**config.mk**
```make
export PLATFORM = sky130hd
export DESIGN_NAME = rtc_calendar_core
export DESIGN_NICKNAME = d
export VERILOG_FILES = /design/src/rtl/rtc_cal_pkg.sv /design/src/rtl/rtc_subsec_div.sv /design/src/rtl/rtc_cal_step.sv /design/src/rtl/rtc_calendar_core.sv
export SDC_FILE = /design/constraint.sdc
export NUM_CORES = 1
export LEC_CHECK = 0
export BUFFER_PORTS_ARGS = -buffer_cell sky130_fd_sc_hd__clkbuf_2
export CORE_ASPECT_RATIO = 2
export CORE_MARGIN = 1.5
export CORE_UTILIZATION = 35
export CTS_CLUSTER_DIAMETER = 150
export DETAILED_ROUTE_END_ITERATION = 6
export GPL_ROUTABILITY_DRIVEN = 0
export MAX_ROUTING_LAYER = met4
export PLACE_DENSITY = 0.56
export SYNTH_ARGS = -nofsm -noshare
export SYNTH_HDL_FRONTEND = slang
export SYNTH_SLANG_ARGS = --single-unit
```
**constraint.sdc**
```tcl
create_clock -name clk -period 3 [get_ports clk]
set_input_delay 0 -clock clk [delete_from_list [all_inputs] [get_ports clk]]
set_output_delay 0 -clock clk [all_outputs]
set_load 0.03 [all_outputs]
```
**src/rtl/rtc_cal_pkg.sv**
```systemverilog
package rtc_cal_pkg;

    typedef struct packed {
        logic [7:0] sec;
        logic [7:0] min;
        logic [7:0] hour;
        logic [7:0] wday;
        logic [7:0] date;
        logic [7:0] month;
        logic [7:0] year;
    } cal_t;

    typedef enum logic [2:0] {
        FLD_SEC   = 3'd0,
        FLD_MIN   = 3'd1,
        FLD_HOUR  = 3'd2,
        FLD_WDAY  = 3'd3,
        FLD_DATE  = 3'd4,
        FLD_MONTH = 3'd5,
        FLD_YEAR  = 3'd6,
        FLD_NONE  = 3'd7
    } fld_e;

    localparam logic [7:0] MASK_SMH  = 8'h7F;
    localparam logic [7:0] MASK_WDAY = 8'h07;
    localparam logic [7:0] MASK_DATE = 8'h3F;
    localparam logic [7:0] MASK_MON  = 8'h9F;

    localparam cal_t CAL_RESET = '{sec: 8'h00, min: 8'h00, hour: 8'h00,
                                   wday: 8'h01, date: 8'h01, month: 8'h01,
                                   year: 8'h00};

    // one BCD step of a two-digit byte
    function automatic logic [7:0] bcd_inc(input logic [7:0] v);
        if (v[3:0] >= 4'd9)
            return {v[7:4] + 4'd1, 4'd0};
        else
            return {v[7:4], v[3:0] + 4'd1};
    endfunction

    function automatic logic [7:0] bcd_bin(input logic [7:0] v);
        return ({4'b0000, v[7:4]} * 8'd10) + {4'b0000, v[3:0]};
    endfunction

    function automatic logic year_is_leap(input logic [7:0] y);
        logic [7:0] b;
        b = bcd_bin(y);
        return (b & 8'd3) == 8'd0;
    endfunction

    // last valid date of a month, returned in BCD
    function automatic logic [7:0] last_date(input logic [4:0] m,
                                             input logic [7:0] y);
        logic [7:0] mb;
        mb = bcd_bin({3'b000, m});
        case (mb)
            8'd2:                     return year_is_leap(y) ? 8'h29 : 8'h28;
            8'd4, 8'd6, 8'd9, 8'd11:  return 8'h30;
            default:                  return 8'h31;
        endcase
    endfunction

endpackage

```
**src/rtl/rtc_subsec_div.sv**
```systemverilog
module rtc_subsec_div #(
    parameter int SUBSEC_TICKS = 8
) (
    input  logic clk,
    input  logic rst,
    input  logic en,
    input  logic clr,
    output logic sec_pulse
);
    localparam int CNT_W = (SUBSEC_TICKS > 1) ? $clog2(SUBSEC_TICKS) : 1;
    localparam logic [CNT_W-1:0] LAST = CNT_W'(SUBSEC_TICKS - 1);

    logic [CNT_W-1:0] cnt_q;

    assign sec_pulse = en && !clr && (cnt_q == LAST);

    always_ff @(posedge clk) begin
        if (rst || clr)
            cnt_q <= '0;
        else if (en)
            cnt_q <= (cnt_q == LAST) ? '0 : cnt_q + 1'b1;
    end

    generate
        if (SUBSEC_TICKS > 1) begin : g_gap

            pulse_gap_chk: assert property (@(posedge clk) disable iff (rst)
                sec_pulse |=> !sec_pulse);
        end
    endgenerate

endmodule

```
**src/rtl/rtc_cal_step.sv**
```systemverilog
module rtc_cal_step
    import rtc_cal_pkg::*;
(
    input  cal_t cur,
    output cal_t nxt
);
    logic c_min, c_hour, c_day, c_mon, c_year;
    logic [7:0] h12_inc, h24_inc, mon_inc;

    always_comb begin
        nxt     = cur;
        c_min   = 1'b0;
        c_hour  = 1'b0;
        c_day   = 1'b0;
        c_mon   = 1'b0;
        c_year  = 1'b0;
        h12_inc = bcd_inc({3'b000, cur.hour[4:0]});
        h24_inc = bcd_inc({2'b00, cur.hour[5:0]});
        mon_inc = bcd_inc({3'b000, cur.month[4:0]});

        // seconds
        if (cur.sec == 8'h59) begin
            nxt.sec = 8'h00;
            c_min   = 1'b1;
        end else begin
            nxt.sec = bcd_inc(cur.sec);
        end

        // minutes
        if (c_min) begin
            if (cur.min == 8'h59) begin
                nxt.min = 8'h00;
                c_hour  = 1'b1;
            end else begin
                nxt.min = bcd_inc(cur.min);
            end
        end

        // hours, two formats
        if (c_hour) begin
            if (cur.hour[6]) begin
                case (cur.hour[4:0])
                    5'h11: begin
                        nxt.hour = {2'b01, ~cur.hour[5], 5'h12};
                        c_day    = cur.hour[5];
                    end
                    5'h12:   nxt.hour = {2'b01, cur.hour[5], 5'h01};
                    default: nxt.hour = {2'b01, cur.hour[5], h12_inc[4:0]};
                endcase
            end else begin
                if (cur.hour[5:0] == 6'h23) begin
                    nxt.hour = 8'h00;
                    c_day    = 1'b1;
                end else begin
                    nxt.hour = {2'b00, h24_inc[5:0]};
                end
            end
        end

        // day of week and date
        if (c_day) begin
            if (cur.wday[2:0] == 3'd7 || cur.wday[2:0] == 3'd0)
                nxt.wday = 8'h01;
            else
                nxt.wday = {5'b00000, cur.wday[2:0] + 3'd1};

            if (cur.date == last_date(cur.month[4:0], cur.year)) begin
                nxt.date = 8'h01;
                c_mon    = 1'b1;
            end else begin
                nxt.date = bcd_inc(cur.date);
            end
        end

        // month
        if (c_mon) begin
            if (cur.month[4:0] == 5'h12) begin
                nxt.month = {cur.month[7], 2'b00, 5'h01};
                c_year    = 1'b1;
            end else begin
                nxt.month = {cur.month[7], 2'b00, mon_inc[4:0]};
            end
        end

        // year and century
        if (c_year) begin
            if (cur.year == 8'h99) begin
                nxt.year     = 8'h00;
                nxt.month[7] = ~cur.month[7];
            end else begin
                nxt.year = bcd_inc(cur.year);
            end
        end
    end

endmodule

```
**src/rtl/rtc_calendar_core.sv**
```systemverilog
module rtc_calendar_core
    import rtc_cal_pkg::*;
#(
    parameter int SUBSEC_TICKS = 8
) (
    input  logic       clk,
    input  logic       rst,
    input  logic       sub_tick,
    input  logic       wr_en,
    input  logic [2:0] wr_addr,
    input  logic [7:0] wr_data,
    output logic [7:0] sec_o,
    output logic [7:0] min_o,
    output logic [7:0] hour_o,
    output logic [7:0] wday_o,
    output logic [7:0] date_o,
    output logic [7:0] month_o,
    output logic [7:0] year_o
);
    cal_t cal_q, cal_nxt;
    logic load, adv;
    fld_e fld;

    assign fld  = fld_e'(wr_addr);
    assign load = wr_en && (fld != FLD_NONE);

    rtc_subsec_div #(.SUBSEC_TICKS(SUBSEC_TICKS)) u_div (
        .clk      (clk),
        .rst      (rst),
        .en       (sub_tick),
        .clr      (load),
        .sec_pulse(adv)
    );

    rtc_cal_step u_step (
        .cur(cal_q),
        .nxt(cal_nxt)
    );

    always_ff @(posedge clk) begin
        if (rst) begin
            cal_q <= CAL_RESET;
        end else if (load) begin
            case (fld)
                FLD_SEC:   cal_q.sec   <= wr_data & MASK_SMH;
                FLD_MIN:   cal_q.min   <= wr_data & MASK_SMH;
                FLD_HOUR:  cal_q.hour  <= wr_data & MASK_SMH;
                FLD_WDAY:  cal_q.wday  <= wr_data & MASK_WDAY;
                FLD_DATE:  cal_q.date  <= wr_data & MASK_DATE;
                FLD_MONTH: cal_q.month <= wr_data & MASK_MON;
                FLD_YEAR:  cal_q.year  <= wr_data;
                default:   cal_q       <= cal_q;
            endcase
        end else if (adv) begin
            cal_q <= cal_nxt;
        end
    end

    assign sec_o   = cal_q.sec;
    assign min_o   = cal_q.min;
    assign hour_o  = cal_q.hour;
    assign wday_o  = cal_q.wday;
    assign date_o  = cal_q.date;
    assign month_o = cal_q.month;
    assign year_o  = cal_q.year;


    sec_adv_chk: assert property (@(posedge clk) disable iff (rst)
        adv |=> sec_o != $past(sec_o));


    load_wins_chk: assert property (@(posedge clk) disable iff (rst)
        (wr_en && wr_addr == 3'd1) |=> sec_o == $past(sec_o));


    century_chk: assert property (@(posedge clk) disable iff (rst)
        (year_o == 8'h00 && $past(year_o) == 8'h99 && !$past(load))
            |-> month_o[7] != $past(month_o[7]));


    wday_range_chk: assert property (@(posedge clk) disable iff (rst)
        (adv && wday_o[2:0] != 3'd0) |=> wday_o[2:0] != 3'd0);


    addr7_ignored_chk: assert property (@(posedge clk) disable iff (rst)
        (wr_en && wr_addr == 3'd7 && !adv) |=> $stable(cal_q));

endmodule

```
### Yosys cells after proc, flatten, opt, wreduce, memory -nomap -nowiden

Cells that the tools add are included.

* register bits after elaboration: 59
* bits in latches: 0
* memory bits (writable): 0
* memory bits (read-only): 0
* bits of input ports: 15
* output and inout bits: 56
* memories kept: 0

* add/sub/neg operators: 17
* $mul: 2
* divide/modulo/power cells: 0
* magnitude comparators: 6
* equality and inequality tests: 32
* shift-type cells: 0
* multiplexer cells: 47
* bitwise logic cells: 2
* reductions and logical operators: 37

Operator list (number)
* $mux W8: 20
* $mux W56: 2
* $add A4 B1 Y4 const B: 10
* $ge A4 B4 Y1 const B: 6
* $reduce_and A3 Y1: 7
* $eq A8 B3 Y1 const B: 2
* $eq A8 B4 Y1 const B: 2
* $eq A8 B7 Y1 const B: 2
* $mux W16: 1
* $pmux W8 S2: 1
* $reduce_and A4 Y1: 4
* $eq A3 B3 Y1 const B: 5
* $eq A5 B5 Y1 const B: 3
* $mux W5: 3
* $reduce_bool A3 Y1: 5
* $mux W1: 14
* $ne A2 B2 Y1 const B: 7
* $mux W6: 2
* $pmux W6 S2: 1
* $reduce_bool A2 Y1: 6
* $eq A8 B2 Y1 const B: 1
* $eq A8 B8 Y1: 1
* $eq A8 B8 Y1 const B: 1
* $logic_not A8 Y1: 1
* other kinds (25): 36

### Logic depth before layout (Yosys ltp)

* depth in word-level cells: 13
* depth in mapped cells: 10

### By module

A second synthesis with hierarchy kept.

* cell total of the unflattened synthesis: 591
* area, all modules: 4595.7 um^2

By module, submodules not included
* rtc_calendar_core: times used 1, cells an instance 300, area an instance 2539.9 um^2
* rtc_cal_step: times used 1, cells an instance 278, area an instance 1904.3 um^2
* rtc_subsec_div: times used 1, cells an instance 13, area an instance 151.4 um^2

### Worst setup path after synthesis

Ideal clock, no wire load.

* path kind: flip-flop to flip-flop
* start point: register cal_q, in the netlist hour_o[0]
* end point: register cal_q, in the netlist date_o[6]
* arrival: 2.701 ns
* path slack: 0.225 ns
* cell stages (with the launch flop): 9
* buffers on the path: 1
* period minus slack after synthesis: 2.775 ns
* path through: dfxtp_1 -> ha_1 -> or4bb_1 -> o22ai_2 -> a41oi_1 -> nand2b_1 -> buf_2 -> or4_1 -> a31oi_1

* cells in the longest elaborated chain, start to end: 6

RTL lines
* from (decl): RTL line rtc_calendar_core.sv:20 `cal_t cal_q, cal_nxt;`
* from (signal assigned): RTL line rtc_calendar_core.sv:52 `default: cal_q <= cal_q;`
* from (signal assigned): RTL line rtc_calendar_core.sv:55 `cal_q <= cal_nxt;`
* $eq A6 B6 Y1 or $eq A5 B5 Y1 (tied branches): RTL line rtc_cal_step.sv:51, rtc_cal_step.sv:42
* $mux W1 (on tied branches): RTL line rtc_cal_step.sv:51, rtc_cal_step.sv:42
* $mux W1 (*): RTL line rtc_cal_step.sv:41 `if (cur.hour[6]) begin`
* $mux W1 (*): RTL line rtc_cal_step.sv:40 `if (c_hour) begin`
* $reduce_bool A2 Y1 (no line) (*)
* $reduce_and A4 Y1 (no line) (*)

Every way passes the cells marked *; elsewhere a longest branch is shown, timed or not.
A chain may end at the register's enable or synchronous reset.

### Worst setup path in the final report

* start point: register cal_q, in the netlist hour_o[1]
* end point: register cal_q, in the netlist year_o[1]

* cells in the longest elaborated chain, start to end: 8

RTL lines
* $eq A6 B6 Y1 or $eq A5 B5 Y1 (tied branches): RTL line rtc_cal_step.sv:51, rtc_cal_step.sv:42
* $mux W1 (on tied branches): RTL line rtc_cal_step.sv:51, rtc_cal_step.sv:42
* $mux W1 (*): RTL line rtc_cal_step.sv:41
* $mux W1 (*): RTL line rtc_cal_step.sv:40
* $mux W1 (*): RTL line rtc_cal_step.sv:61 `if (c_day) begin`
* $mux W1 (*): RTL line rtc_cal_step.sv:76 `if (c_mon) begin`
* $reduce_bool A2 Y1 (no line) (*)
* $reduce_and A3 Y1 (no line) (*)

Marked as above.

==> reports/qor.txt <==
Leak - 1.97 nW
Final ANT Viol Nets - 0
Critical path peak fanout - 7
Remaining DRCs - 0
Synthesized area per cell - 7.99 sq um
Clock slew at reported path FFs - 0.07 ns
Initial DRT Pass Iterations - 4
Worst VDD drop - 0.253 mV
Insertion delay to the later sink of the worst-skew pair - 0.30 ns
Cell variety after synth - 73
Fin crit period - 2.76 ns
Post-synth top flop - dfxtp_1
DRT iter0 DRCs - 254
Mapped Cells - 492
Sequential fraction of the synthesis area - 26.0%
Vias - 4057
Part of the cycle the worst path needs - 92.1%
R2R cell count - 7
Layout cells sized above 1 - 20.0%
Reg-to-reg critical path endpoint - year_o[1]$_SDFFE_PP0P_
Synthesized flop and latch total - 51
DP HPWL - 9.90 mm
CORE AREA - 10900 sq um
Design area - 4620 sq um
Drt via density - 5.80
Fillcell total - 1160
Routed WL per cell - 18.3 um
Initial Utilization - 35.9%
Pwr/cell area - 364 nW/um^2
H-tree Lvls - 2
Worst Hold End - month_o[0]$_SDFFE_PP1P_
Max Cap Viol - 0
Fmax achieved - 362 MHz
Worst-margin pin slew - 0.651 ns
DRT Wirelength - 12.8 mm
Status - finished clean
Die area - 11900 sq um
Yosys warning total - 0
Area Overhead vs Synth - 17.6%
Clock Root Buffer - clkbuf_16
Top-level port count - 71
Slew Limit Headroom - 56.6%
Largest net degree at the start of global routing - 47
Unrepaired setup endpoints after global routing - no
Most common cell in the netlist - dfxtp_1
Internal reg-to-reg setup slack - 0.24 ns
Clock sinks - 51
Port Buffers - 62
Final Hold Fails - 0
Commonest cells post-synth - dfxtp_1, nand2_1, ha_1, nor2_1, a21oi_1
First-pass GRT wire length - 20.8 mm
FF-to-FF Start - hour_o[1]$_SDFFE_PP0P_
GRT Total Usage - 22.8%
Slew Limit Fails - 0
CTS buffer count - 5
Number of diodes - 0
Mapped cell area - 3930 sq um
Fin nets - 610
Crit path capture type - flip-flop
Hold Crit Start - wr_data[0]
Area share of the largest cell type after synthesis - 26.0%
CP cell instances - ha_1, or4bb_1, o22ai_2, a41oi_1, nor2_1, a21oi_1, a311oi_1
CTS max path bufs - 2
TritonCTS clock tree - yes
Post-DP Area - 4450 sq um
Gr ovfl total - 0
WHS Path Cells - 3
Startpoint Class - flip-flop
Worst EP arrival - 2.93 ns
Largest area contributor in the netlist - dfxtp_1
Die Span Y - 153 um
WP data required - 3.16 ns
Final Skew - 0.00457 ns
Critical path's largest stage delay - 0.54 ns
Setup tns final - 0 ns
Setup CP Type - reg2reg
Synth area leaders - dfxtp_1, ha_1, a21oi_1
Post-synth ARST share - 0%
HP Class - in2reg
Endpoints failing setup - 0
Site row count - 54
Vias in the first global route - 4172
Post-synth EDFFs - 0
Die W - 77.9 um
Critical path's slowest cell - or4bb_1
Initial antenna violation count - 0
==> metal layers <==
metal / global-route usage, % / vias up / part of all wire [%]
li1: - / 1950 / -
met1: 21.9 / 1942 / 37
met2: 42.4 / 118 / 54
met3: 2.03 / 47 / 3.3
met4: 13.9 / 0 / 5.8
met5: - / - / 0
==> final cells by class <==
cell class / instances / area, sq um / area share, %
Clock buffer: 6 / 139 / 3.01
Clock inverter: 1 / 5.00 / 0.108
Inverter: 30 / 113 / 2.44
Multi-Input combinational cell: 388 / 2690 / 58.2
Sequential cell: 51 / 1020 / 22.1
Tap cell: 140 / 175 / 3.79
Timing Repair Buffer: 84 / 478 / 10.3
==> what timing repair did <==
action,in CTS,in global routing
hold endpoints to repair,1,0
endpoints found under the setup margin,0,2
hold buffers,1,0
gates resized for setup,0,2
setup buffers,0,0
==> logic make-up after synthesis <==
group	share of synthesized area (%)
other cells	0.0954
flops	26.0
fa+ha+maj	11.1
simple gates	25.2
compound gates	26.7
xor+xnor	0.892
buf+inv	6.56
mux	3.41
==> metrics by stage <==
stage | setup WS (ns) | util [%] | power, mW | cells | hold WS (ns)
floorplan | 0.225 | - | 0.984 | 499 | 0.144
finish | 0.236 | 42.2 | 1.68 | 700 | 0.00806
global placement | 0.336 | 40.7 | 1.09 | 692 | 0.269
detailed placement | 0.280 | 40.7 | 1.09 | 692 | 0.265
global route | 0.0211 | 42.2 | 1.76 | 700 | 0.0223
CTS | 0.261 | 42.1 | 1.69 | 700 | 0.00475
==> cells in the final DEF, fill, tap and decap left out, types with 3 or more instances in the layout <==
cell type / count
a211oi_1: 6
nor4_1: 4
clkbuf_16: 5
nand4_1: 4
o31a_1: 5
buf_4: 21
nand2b_1: 5
ha_1: 35
nand3_1: 24
and3_1: 7
o31ai_1: 10
conb_1: 8
or3b_2: 4
o221ai_1: 4
o211ai_1: 10
a21oi_1: 30
mux2i_1: 12
inv_1: 30
a31oi_1: 6
o21ai_0: 30
a21o_1: 4
a41oi_1: 3
nor2b_1: 9
or2_2: 5
or4_1: 5
a22oi_1: 3
nor3_1: 14
nor2_1: 33
dfxtp_1: 51
nor3b_1: 8
nand2_1: 38
clkbuf_2: 62
o211a_1: 4
and2_1: 3
==> report_power, final <==
part           internal, mW  switching, mW
combinational         0.115          0.235
sequential            0.698         0.0339
clock                 0.327          0.274
total                  1.14          0.543
==> worst max-delay path: cells and delay by family (launching register included) <==
| family | cells | cell delay (ns) |
|---|---|---|
| and+or+nand+nor | 2 | 0.94 |
| adders and majority gates | 1 | 0.21 |
| AOI/OAI and AO/OA | 4 | 1.09 |
| DFF | 1 | 0.39 |
==> flip-flops by register name (all words and copies together) (netlist names) <==
name         flops
date_o           8
year_o           8
u_div.cnt_q      3
wday_o           3
month_o          6
min_o            8
hour_o           7
sec_o            8
==> worst max-delay path by stage <==
| stage | depth (start not counted) | start | endpoint |
|---|---|---|---|
| after detailed placement | 8 | month_o[4]$_SDFFE_PP0P_ | date_o[6]$_SDFFE_PP0P_ |
| after floorplan | 8 | hour_o[0]$_SDFFE_PP0P_ | date_o[6]$_SDFFE_PP0P_ |
| after global routing | 7 | month_o[3]$_SDFFE_PP0P_ | date_o[6]$_SDFFE_PP0P_ |
| final | 7 | hour_o[1]$_SDFFE_PP0P_ | year_o[1]$_SDFFE_PP0P_ |
| after CTS | 7 | month_o[3]$_SDFFE_PP0P_ | date_o[6]$_SDFFE_PP0P_ |
| after global placement | 8 | month_o[4]$_SDFFE_PP0P_ | date_o[6]$_SDFFE_PP0P_ |
No activity file was read; power rests on OpenSTA's default activity.
